`config.mk`:
```
export PLATFORM = sky130hd
export DESIGN_NAME = lctx_store
export DESIGN_NICKNAME = d
export VERILOG_FILES = /design/src/rtl/lctx_pkg.sv /design/src/rtl/lctx_wr_gate.sv /design/src/rtl/lctx_bank.sv /design/src/rtl/lctx_hold.sv /design/src/rtl/lctx_store.sv
export SDC_FILE = /design/constraint.sdc
export NUM_CORES = 1
export LEC_CHECK = 0
export CAP_MARGIN = 20
export CORE_ASPECT_RATIO = 0.9
export CORE_MARGIN = 2
export CORE_UTILIZATION = 35
export DETAILED_ROUTE_END_ITERATION = 8
export GPL_ROUTABILITY_DRIVEN = 0
export MAX_ROUTING_LAYER = met4
export PLACE_DENSITY = 0.61
export RECOVER_POWER = 50
export SKIP_LAST_GASP = 1
export SYNTH_ARGS = -nofsm -noshare
export SYNTH_HDL_FRONTEND = slang
export SYNTH_SLANG_ARGS = --single-unit
export TNS_END_PERCENT = 50
```
`constraint.sdc`:
```
create_clock -name clk -period 1.34 [get_ports clk]
set_input_delay 0.268 -clock clk [delete_from_list [all_inputs] [get_ports clk]]
set_output_delay 0.268 -clock clk [all_outputs]
set_load 0.1 [all_outputs]
```
`src/rtl/lctx_pkg.sv`:
```
package lctx_pkg;
   // width of the packed control word: two taps, shift, future, bypass, normalize
   function automatic int ctrl_width(input int tap_w, input int shift_w);
      return 2 * tap_w + shift_w + 3;
   endfunction

   function automatic int norm_pos(input int ctrl_w);
      return ctrl_w - 1;
   endfunction

   function automatic int bypass_pos(input int ctrl_w);
      return ctrl_w - 2;
   endfunction

   function automatic int future_pos(input int ctrl_w);
      return ctrl_w - 3;
   endfunction
endpackage

```
`src/rtl/lctx_wr_gate.sv`:
```
module lctx_wr_gate #(
   parameter int NUM_CTX = 16,
   parameter int CTX_W   = 4,
   parameter int ROW_W   = 3,
   parameter int ROW_ID  = 0,
   parameter int CTRL_W  = 13,
   parameter bit NORM_EN = 1'b1
) (
   input  logic              wr,
   input  logic [ROW_W-1:0]  row,
   input  logic [CTX_W-1:0]  ctx,
   input  logic [CTRL_W-1:0] ctrl_in,
   output logic [NUM_CTX-1:0] we_hot,
   output logic [CTRL_W-1:0] ctrl_out
);
   localparam int NPOS = lctx_pkg::norm_pos(CTRL_W);

   logic row_hit;
   assign row_hit = wr && (row == ROW_W'(ROW_ID));

   for (genvar i = 0; i < NUM_CTX; i++) begin : g_dec
      assign we_hot[i] = row_hit && (ctx == CTX_W'(i));
   end

   if (NORM_EN) begin : g_norm_keep
      assign ctrl_out = ctrl_in;
   end else begin : g_norm_drop
      always_comb begin
         ctrl_out       = ctrl_in;
         ctrl_out[NPOS] = 1'b0;
      end
   end
endmodule

```
`src/rtl/lctx_bank.sv`:
```
module lctx_bank #(
   parameter int NUM_CTX = 16,
   parameter int CTX_W   = 4,
   parameter int ENT_W   = 45,
   parameter logic [ENT_W-1:0] RST0 = '0
) (
   input  logic               clk,
   input  logic               rst_n,
   input  logic [NUM_CTX-1:0] we_hot,
   input  logic [ENT_W-1:0]   wdata,
   input  logic [CTX_W-1:0]   rd_idx,
   output logic [ENT_W-1:0]   rd_data
);
   logic [ENT_W-1:0] mem [NUM_CTX];

   for (genvar i = 0; i < NUM_CTX; i++) begin : g_ent
      localparam logic [ENT_W-1:0] RV = (i == 0) ? RST0 : '0;
      always_ff @(posedge clk or negedge rst_n) begin
         if (!rst_n)         mem[i] <= RV;
         else if (we_hot[i]) mem[i] <= wdata;
      end
   end

   assign rd_data = mem[rd_idx];
endmodule

```
`src/rtl/lctx_hold.sv`:
```
module lctx_hold #(
   parameter int ENT_W = 45,
   parameter logic [ENT_W-1:0] RST = '0
) (
   input  logic             clk,
   input  logic             rst_n,
   input  logic             load,
   input  logic [ENT_W-1:0] d,
   output logic [ENT_W-1:0] q
);
   always_ff @(posedge clk or negedge rst_n) begin
      if (!rst_n)    q <= RST;
      else if (load) q <= d;
   end
endmodule

```
`src/rtl/lctx_store.sv`:
```
module lctx_store #(
   parameter int COEF_W    = 16,
   parameter int NUM_CTX   = 16,
   parameter int TAP_DEPTH = 8,
   parameter int SHIFT_W   = 4,
   parameter int ROW_W     = 3,
   parameter int ROW_ID    = 0,
   parameter bit NORM_EN   = 1'b1,
   localparam int CTX_W    = $clog2(NUM_CTX),
   localparam int TAP_W    = $clog2(TAP_DEPTH),
   localparam int CTRL_W   = lctx_pkg::ctrl_width(TAP_W, SHIFT_W)
) (
   input  logic               clk,
   input  logic               rst_n,
   input  logic               cfg_wr,
   input  logic [ROW_W-1:0]   cfg_row,
   input  logic [CTX_W-1:0]   cfg_ctx,
   input  logic [COEF_W-1:0]  cfg_coef_a,
   input  logic [COEF_W-1:0]  cfg_coef_b,
   input  logic [CTRL_W-1:0]  cfg_ctrl,
   input  logic               step_start,
   input  logic [CTX_W-1:0]   ctx_sel,
   output logic [COEF_W-1:0]  act_coef_a,
   output logic [COEF_W-1:0]  act_coef_b,
   output logic [TAP_W-1:0]   act_tap_p,
   output logic [TAP_W-1:0]   act_tap_q,
   output logic [SHIFT_W-1:0] act_shift,
   output logic               act_future,
   output logic               act_bypass,
   output logic               act_norm
);
   localparam int ENT_W = 2 * COEF_W + CTRL_W;
   localparam int BPOS  = lctx_pkg::bypass_pos(CTRL_W);
   localparam int NPOS  = lctx_pkg::norm_pos(CTRL_W);
   localparam int FPOS  = lctx_pkg::future_pos(CTRL_W);
   localparam logic [ENT_W-1:0] BYP_ENT = ENT_W'(1) << BPOS;

   if (NUM_CTX < 2 || (1 << CTX_W) != NUM_CTX) begin : g_bad_ctx
      $error("NUM_CTX must be a power of two of at least 2");
   end
   if (TAP_DEPTH < 2 || SHIFT_W < 1 || COEF_W < 2) begin : g_bad_w
      $error("TAP_DEPTH, SHIFT_W or COEF_W out of range");
   end
   if (ROW_ID < 0 || ROW_ID >= (1 << ROW_W)) begin : g_bad_row
      $error("ROW_ID does not fit in ROW_W bits");
   end

   logic [NUM_CTX-1:0] we_hot;
   logic [CTRL_W-1:0]  ctrl_w;
   logic [ENT_W-1:0]   rd_data;
   logic [ENT_W-1:0]   hold_q;

   lctx_wr_gate #(
      .NUM_CTX(NUM_CTX), .CTX_W(CTX_W), .ROW_W(ROW_W), .ROW_ID(ROW_ID),
      .CTRL_W(CTRL_W), .NORM_EN(NORM_EN)
   ) u_gate (
      .wr(cfg_wr), .row(cfg_row), .ctx(cfg_ctx), .ctrl_in(cfg_ctrl),
      .we_hot(we_hot), .ctrl_out(ctrl_w)
   );

   lctx_bank #(
      .NUM_CTX(NUM_CTX), .CTX_W(CTX_W), .ENT_W(ENT_W), .RST0(BYP_ENT)
   ) u_bank (
      .clk(clk), .rst_n(rst_n), .we_hot(we_hot),
      .wdata({cfg_coef_a, cfg_coef_b, ctrl_w}),
      .rd_idx(ctx_sel), .rd_data(rd_data)
   );

   lctx_hold #(.ENT_W(ENT_W), .RST(BYP_ENT)) u_hold (
      .clk(clk), .rst_n(rst_n), .load(step_start), .d(rd_data), .q(hold_q)
   );

   assign act_coef_a = hold_q[ENT_W-1 -: COEF_W];
   assign act_coef_b = hold_q[CTRL_W +: COEF_W];
   assign act_tap_p  = hold_q[0 +: TAP_W];
   assign act_tap_q  = hold_q[TAP_W +: TAP_W];
   assign act_shift  = hold_q[2*TAP_W +: SHIFT_W];
   assign act_future = hold_q[FPOS];
   assign act_bypass = hold_q[BPOS];
   assign act_norm   = hold_q[NPOS];


   row_gate_chk: assert property (@(posedge clk) disable iff (!rst_n)
      (cfg_row != ROW_W'(ROW_ID)) |-> (we_hot == '0));


   one_target_chk: assert property (@(posedge clk) disable iff (!rst_n)
      $onehot0(we_hot));


   step_load_chk: assert property (@(posedge clk) disable iff (!rst_n)
      step_start |=> (hold_q == $past(rd_data)));


   hold_stable_chk: assert property (@(posedge clk) disable iff (!rst_n)
      !step_start |=> $stable({act_coef_a, act_coef_b, act_tap_p, act_tap_q,
                               act_shift, act_future, act_bypass, act_norm}));

   if (!NORM_EN) begin : g_norm_chk

      norm_off_chk: assert property (@(posedge clk) disable iff (!rst_n)
         !act_norm);
   end
endmodule

```
==> results.cfg, run 1 <==
[synth]
synthCells = 2059
synth_edf_count = 0
synth.area.top_cells = dfrtp_1 56%, mux2_2 20%, mux4_2 12%
yosysWarnings = 0
synth_area_um2 = 33800
ys_seq_elements = 765
synth_top_area_frac = 0.565
synth_ff_type = dfrtp_1
synth.most_common_cell = dfrtp_1
async_reset_ff_frac = 1.00
ys_top_cells_by_count = 763 x dfrtp_1, 612 x mux2_2, 180 x mux4_2
synthesis.nets = 2119
yosysUniqueCellTypes = 27
yosysSeqAreaShare = 0.566
avgSynthCellArea_um2 = 16.4
yosysTopAreaCell = dfrtp_1

[final_layout]
fin_nets = 2443
ff_latch_area_um2 = 19200
final_layout_size_suffix_gt1_frac = 0.587
n_fill_cell = 8200
multiInputGateArea_um2 = 14700
area_growth_pct = 29.2

[timing]
final-max-slew-violation-count = 0
timing.final.crit_share = 1.30
fin_crit_ps = 1740
grt_setup_unrepaired = true
setup_viol = 646
hold_viol = 0
worst_pin_slew_ps = 780
fin_ws_ps = -400
clock_skew_ps = 19.8
max_freq_mhz = 575
slew_headroom = 0.480

[worst_setup_path]
worstPathMaxFanout = 8
crit_path_start_kind = input port
worstSetupPathType = in2reg
r2r-end = u_hold.q[5]$_DFFE_PN0P_
crit_required_ps = 1850
reg2reg_depth = 3
cp.arrival_ps = 2250
cp-end-kind = register
ff2ff_setup_slack_ps = -40
r2r_start = u_bank.mem[5]$_DFFE_PN0P_

[grt]
antenna_found_initial = 2
overflow = 0
grt_pass1_wl_mm = 143
grt_max_degree = 81
grt_pass1_vias = 21953
grt_usage = 0.194

[power]
seq_power_share = 0.463
power_density_nw_per_um2 = 1300
p_clk_frac = 0.397
p_int_mw = 42.4
finalPower_mw = 56.7
power_switching_mw = 14.4
pwr-share-comb = 0.140
swShare = 0.254
ir_drop_v = 0.000823
leakage_nw = 20.6

[outcome]
outcome = complete, but fails checks
violations = setup timing

[floorplan]
start_util = 0.352
dieArea_um2 = 99100
row_count = 108
die_h_um = 299
die_w_um = 332
io_pins = 105
core-area_um2 = 96100

[route]
wl_per_cell_um = 25.3
drt_iter0_markers = 1135
ant_nets = 0
drt-total-wl_mm = 93.9
drtPass1Iterations = 4
drc = 0
vias = 20058
via_per_inst = 5.40

[clock_network]
tritoncts = yes
htreeDepth = 3
cts_inserted_buffers = 82
cts.sinks = 765
clkTransAtPathRegs_ps = 60
cts_root_buf = clkbuf_16
insertion_delay_ps = 620
cts.path.max_buffers = 3

[placed_design]
place_worst_setup_slack_ps = -1260
dp_hpwl_mm = 54.8
io_buffer_count = 104

[worst_hold_path]
hold_start = step_start
hold_path_end = u_hold.q[38]$_DFFE_PN0P_
holdPathStages = 3
hold_class = in2reg

[run]
drv_cap = 0
==> registers in the layout (all words and copies together), names as in the netlist <==
signal	flops
u_bank.mem	720
u_hold.q	45
==> how the worst max path moves through the flow <==
stage	end	depth (start not counted)	start	slack, ps
after floorplan	u_bank.mem[10]$_DFFE_PN0P_	6	cfg_row[1]	-790
after global placement	u_bank.mem[103]$_DFFE_PN0P_	7	cfg_row[1]	-1260
after detailed placement	u_bank.mem[103]$_DFFE_PN0P_	7	cfg_row[1]	-1260
after CTS	act_bypass	1	u_hold.q[11]$_DFFE_PN1P_	-340
after global routing	u_bank.mem[159]$_DFFE_PN0P_	9	cfg_row[2]	-420
final	u_bank.mem[159]$_DFFE_PN0P_	9	cfg_row[2]	-400
==> layout by cell type, fill, tap and decap left out, drive strengths merged, types with 2 or more instances in the layout <==
cell type / instances
clkdlybuf4s50: 46
mux4: 180
clkinvlp: 3
dfrtp: 763
and4: 3
bufinv: 3
nor2b: 2
mux2: 720
nor4: 3
clkinv: 20
nor2: 46
o22ai: 45
a221oi: 45
clkbuf: 136
dfstp: 2
inv: 3
dlygate4sd2: 4
mux2i: 45
nand4: 9
buf: 360
==> per-stage QoR <==
step / area (µm²) / hold slack (ps) / instances / utilization / setup TNS [ps]
after floorplan: 34600 / -27.6 / 2059 / - / -350110
after global placement: 39300 / 137 / 3477 / 0.410 / -734820
after detailed placement: 39300 / 142 / 3477 / 0.410 / -760010
after CTS: 43400 / 63.3 / 3688 / 0.452 / -54510
after global routing: 43700 / 102 / 3712 / 0.455 / -134930
final: 43700 / 110 / 3712 / 0.455 / -77880
==> routing by layer <==
metal / up-vias / track usage / routed length (µm)
met5: - / - / 0
met1: 11068 / 0.265 / 42800
met4: 0 / 0.0462 / 2110
met3: 133 / 0.0274 / 3570
li1: 8431 / - / -
met2: 426 / 0.306 / 45400
==> power groups by stage <==
stage / clock, mW / combinational, mW / sequential, mW
6_report: 22.5 / 7.96 / 26.2
5_1_grt: 24.0 / 8.46 / 26.4
4_1_cts: 23.0 / 7.86 / 26.2
3_5_place_dp: 0 / 7.72 / 26.6
3_3_place_gp: 0 / 7.52 / 26.5
2_1_floorplan: 0 / 3.73 / 27.2
==> critical path, stage by stage <==
cell and delay, ps:
buf_8 100, or4b_4 580, buf_12 160, buf_6 110, nor4_4 250, buf_12 200
buf_12 120, buf_16 140, mux2_4 300
==> cells by family after synthesis <==
group	share of synthesized area
DFF	0.566
muxes	0.377
and+or+nand+nor	0.0114
AOI/OAI and AO/OA	0.0200
buffers and inverters	0.0249
==> what timing repair did <==
action                                 in CTS  in global routing
hold buffers                                1                  0
gates cloned                               24                  4
pin swaps                                   8                  6
gates resized for setup                   129                114
endpoints found under the hold margin     246                  0
setup endpoints to repair                 779                747
buffers inserted                           40                 44
==> area by class of cell <==
class	count	area share
diodes	1	0.0000573
flip-flops and latches	765	0.439
well taps	1265	0.0362
inverters	2	0.000229
clock buffers	120	0.0551
clock inverters	27	0.00607
multi-input cells	1105	0.336
repair buffers	427	0.127
No activity file was read; power rests on OpenSTA's default activity.
==> run 2, diff against run 1 <==
--- a/config.mk
+++ b/config.mk
@@ -8,11 +8,11 @@
 export CAP_MARGIN = 20
 export CORE_ASPECT_RATIO = 0.9
 export CORE_MARGIN = 2
-export CORE_UTILIZATION = 35
+export CORE_UTILIZATION = 38
 export DETAILED_ROUTE_END_ITERATION = 8
 export GPL_ROUTABILITY_DRIVEN = 0
 export MAX_ROUTING_LAYER = met4
-export PLACE_DENSITY = 0.61
+export PLACE_DENSITY = 0.65
 export RECOVER_POWER = 50
 export SKIP_LAST_GASP = 1
 export SYNTH_ARGS = -nofsm -noshare
==> results.cfg, run 2 (synthesized netlist as in run 1, its figures left out) <==
[worst_hold_path]
hold_class = in2reg

[worst_setup_path]
worstPathMaxFanout = 17
cp.arrival_ps = 2160
critPathSlowestCell = or4_4
worstSetupPathType = in2reg
cpPeakStageDelay_ps = 650
cp-end-kind = register
crit_path_start_kind = input port
worstPathCellList = buf_6, or4b_4, or4_4, buf_12, mux2_4
crit_required_ps = 1840
worst-path-buf-inv = 2
crit_family = simple AND/OR/NAND/NOR gates

[timing]
fin_crit_ps = 1660
max_freq_mhz = 602
holdWs_ps = 169
timing.final.crit_share = 1.24
setup_viol = 686
hold_viol = 0
final-max-slew-violation-count = 0
tns_ps = -75980
grt_setup_unrepaired = true
slew_headroom = 0.445
fin_ws_ps = -320
worst_pin_slew_ps = 832
clock_skew_ps = 29.1

[final_layout]
multiInputGateArea_um2 = 14600
ff_latch_area_um2 = 19200
layout_common_cells = 747 x dfrtp_1, 508 x mux2_2, 212 x mux2_4
fin_nets = 2461
area_growth_pct = 29.7
final_layout_size_suffix_gt1_frac = 0.595
n_fill_cell = 7156
fin_cells = 3618
largest_register = u_bank.mem
stdcell_area_um2 = 43900
layout_commonest_cell = dfrtp_1
top_regs = u_bank.mem x720, u_hold.q x45
largest_reg_flops = 720
final_util = 0.499

[power]
p_int_mw = 42.1
leakage_nw = 20.8
power_switching_mw = 14.1
finalPower_mw = 56.2
ir_drop_v = 0.00102
pwr-share-comb = 0.142
power_density_nw_per_um2 = 1280
p_clk_frac = 0.391
swShare = 0.251
seq_power_share = 0.467

[clock_network]
htreeDepth = 3
tritoncts = yes
cts.path.max_buffers = 3
cts_inserted_buffers = 78
cts_root_buf = clkbuf_16
cts.sinks = 765
clkTransAtPathRegs_ps = 60
insertion_delay_ps = 630

[outcome]
violations = setup timing
outcome = complete, but fails checks

[run]
drv_cap = 0

[placed_design]
placedCellCount = 3381
dp_hpwl_mm = 55.3
place_worst_setup_slack_ps = -1250
io_buffer_count = 104
place_area_um2 = 39400

[route]
wl_per_cell_um = 27.1
vias = 20375
drt_iter0_markers = 1621
drc = 0
drtPass1Iterations = 5
ant_nets = 0
drt-total-wl_mm = 98.2
via_per_inst = 5.63

[floorplan]
dieArea_um2 = 91400
row_count = 103
io_pins = 105
die_w_um = 318
core-area_um2 = 87900
start_util = 0.385
die_h_um = 287

[grt]
grt_max_degree = 67
antenna_found_initial = 4
grt_pass1_wl_mm = 141
grt_usage = 0.210
overflow = 0
grt_pass1_vias = 21838
## run 2: cell types whose count changed in the layout (fill, tap and decap cells not counted), moves of 4 or more
cell | before | now
clkbuf_4 | 2 | 6
clkinv_2 | 18 | 13
buf_16 | 13 | 17
mux2_2 | 468 | 508
clkbuf_16 | 87 | 95
mux2_4 | 247 | 212
buf_8 | 15 | 8
clkbuf_1 | 22 | 18
clkbuf_8 | 15 | 20
mux2_1 | 5 | 0
buf_6 | 31 | 37
buf_4 | 159 | 166
## run 2: cell type report
class	instances	share of cell area
diodes	4	0.000228
clock buffers	118	0.0535
clock inverters	20	0.00514
inverters	2	0.000228
multi-input cells	1105	0.333
flip-flops and latches	765	0.437
well taps	1155	0.0330
repair buffers	449	0.138
## run 2: power groups by stage
stage / logic, mW / clock network (mW) / registers (mW)
2_1_floorplan: 3.73 / 0 / 27.2
3_3_place_gp: 7.52 / 0 / 26.5
3_5_place_dp: 7.73 / 0 / 26.6
4_1_cts: 7.85 / 22.3 / 26.2
5_1_grt: 8.46 / 23.3 / 26.4
6_report: 7.97 / 22.0 / 26.3
## run 2: per-layer routing
layer,wire length [µm],vias up,global-route usage
met5,0,-,-
met4,3250,0,0.0650
met3,5020,161,0.0311
met2,47400,571,0.332
met1,42500,11166,0.280
li1,-,8477,-
## run 2: path summary, 6_finish.rpt
path | from | to | slack (ps) | depth (start not counted)
max | cfg_row[0] | u_bank.mem[18]$_DFFE_PN0P_ | -320 | 5
min | step_start | u_hold.q[43]$_DFFE_PN0P_ | 170 | 3
max reg2reg | u_bank.mem[50]$_DFFE_PN0P_ | u_hold.q[5]$_DFFE_PN0P_ | -60 | 3
min reg2reg | u_bank.mem[440]$_DFFE_PN0P_ | u_bank.mem[440]$_DFFE_PN0P_ | 500 | 1
max in group asynchronous | rst_n | u_hold.q[29]$_DFFE_PN0P_ | 30 | 4
min in group asynchronous | rst_n | u_bank.mem[357]$_DFFE_PN0P_ | 480 | 3
## run 2: timing repair
item                       CTS  global route
hold buffers                 1             0
resized for setup          107            97
pin swaps                    8            12
setup buffers               29            38
hold endpoints to repair   481             0
setup endpoints to repair  778           735
gates cloned                17            25
## run 2: worst reg2reg max path, cell delays in order (launching register included)
cell and delay, ps:
dfrtp_1 410, mux4_2 490, o22ai_1 220, a221oi_1 130
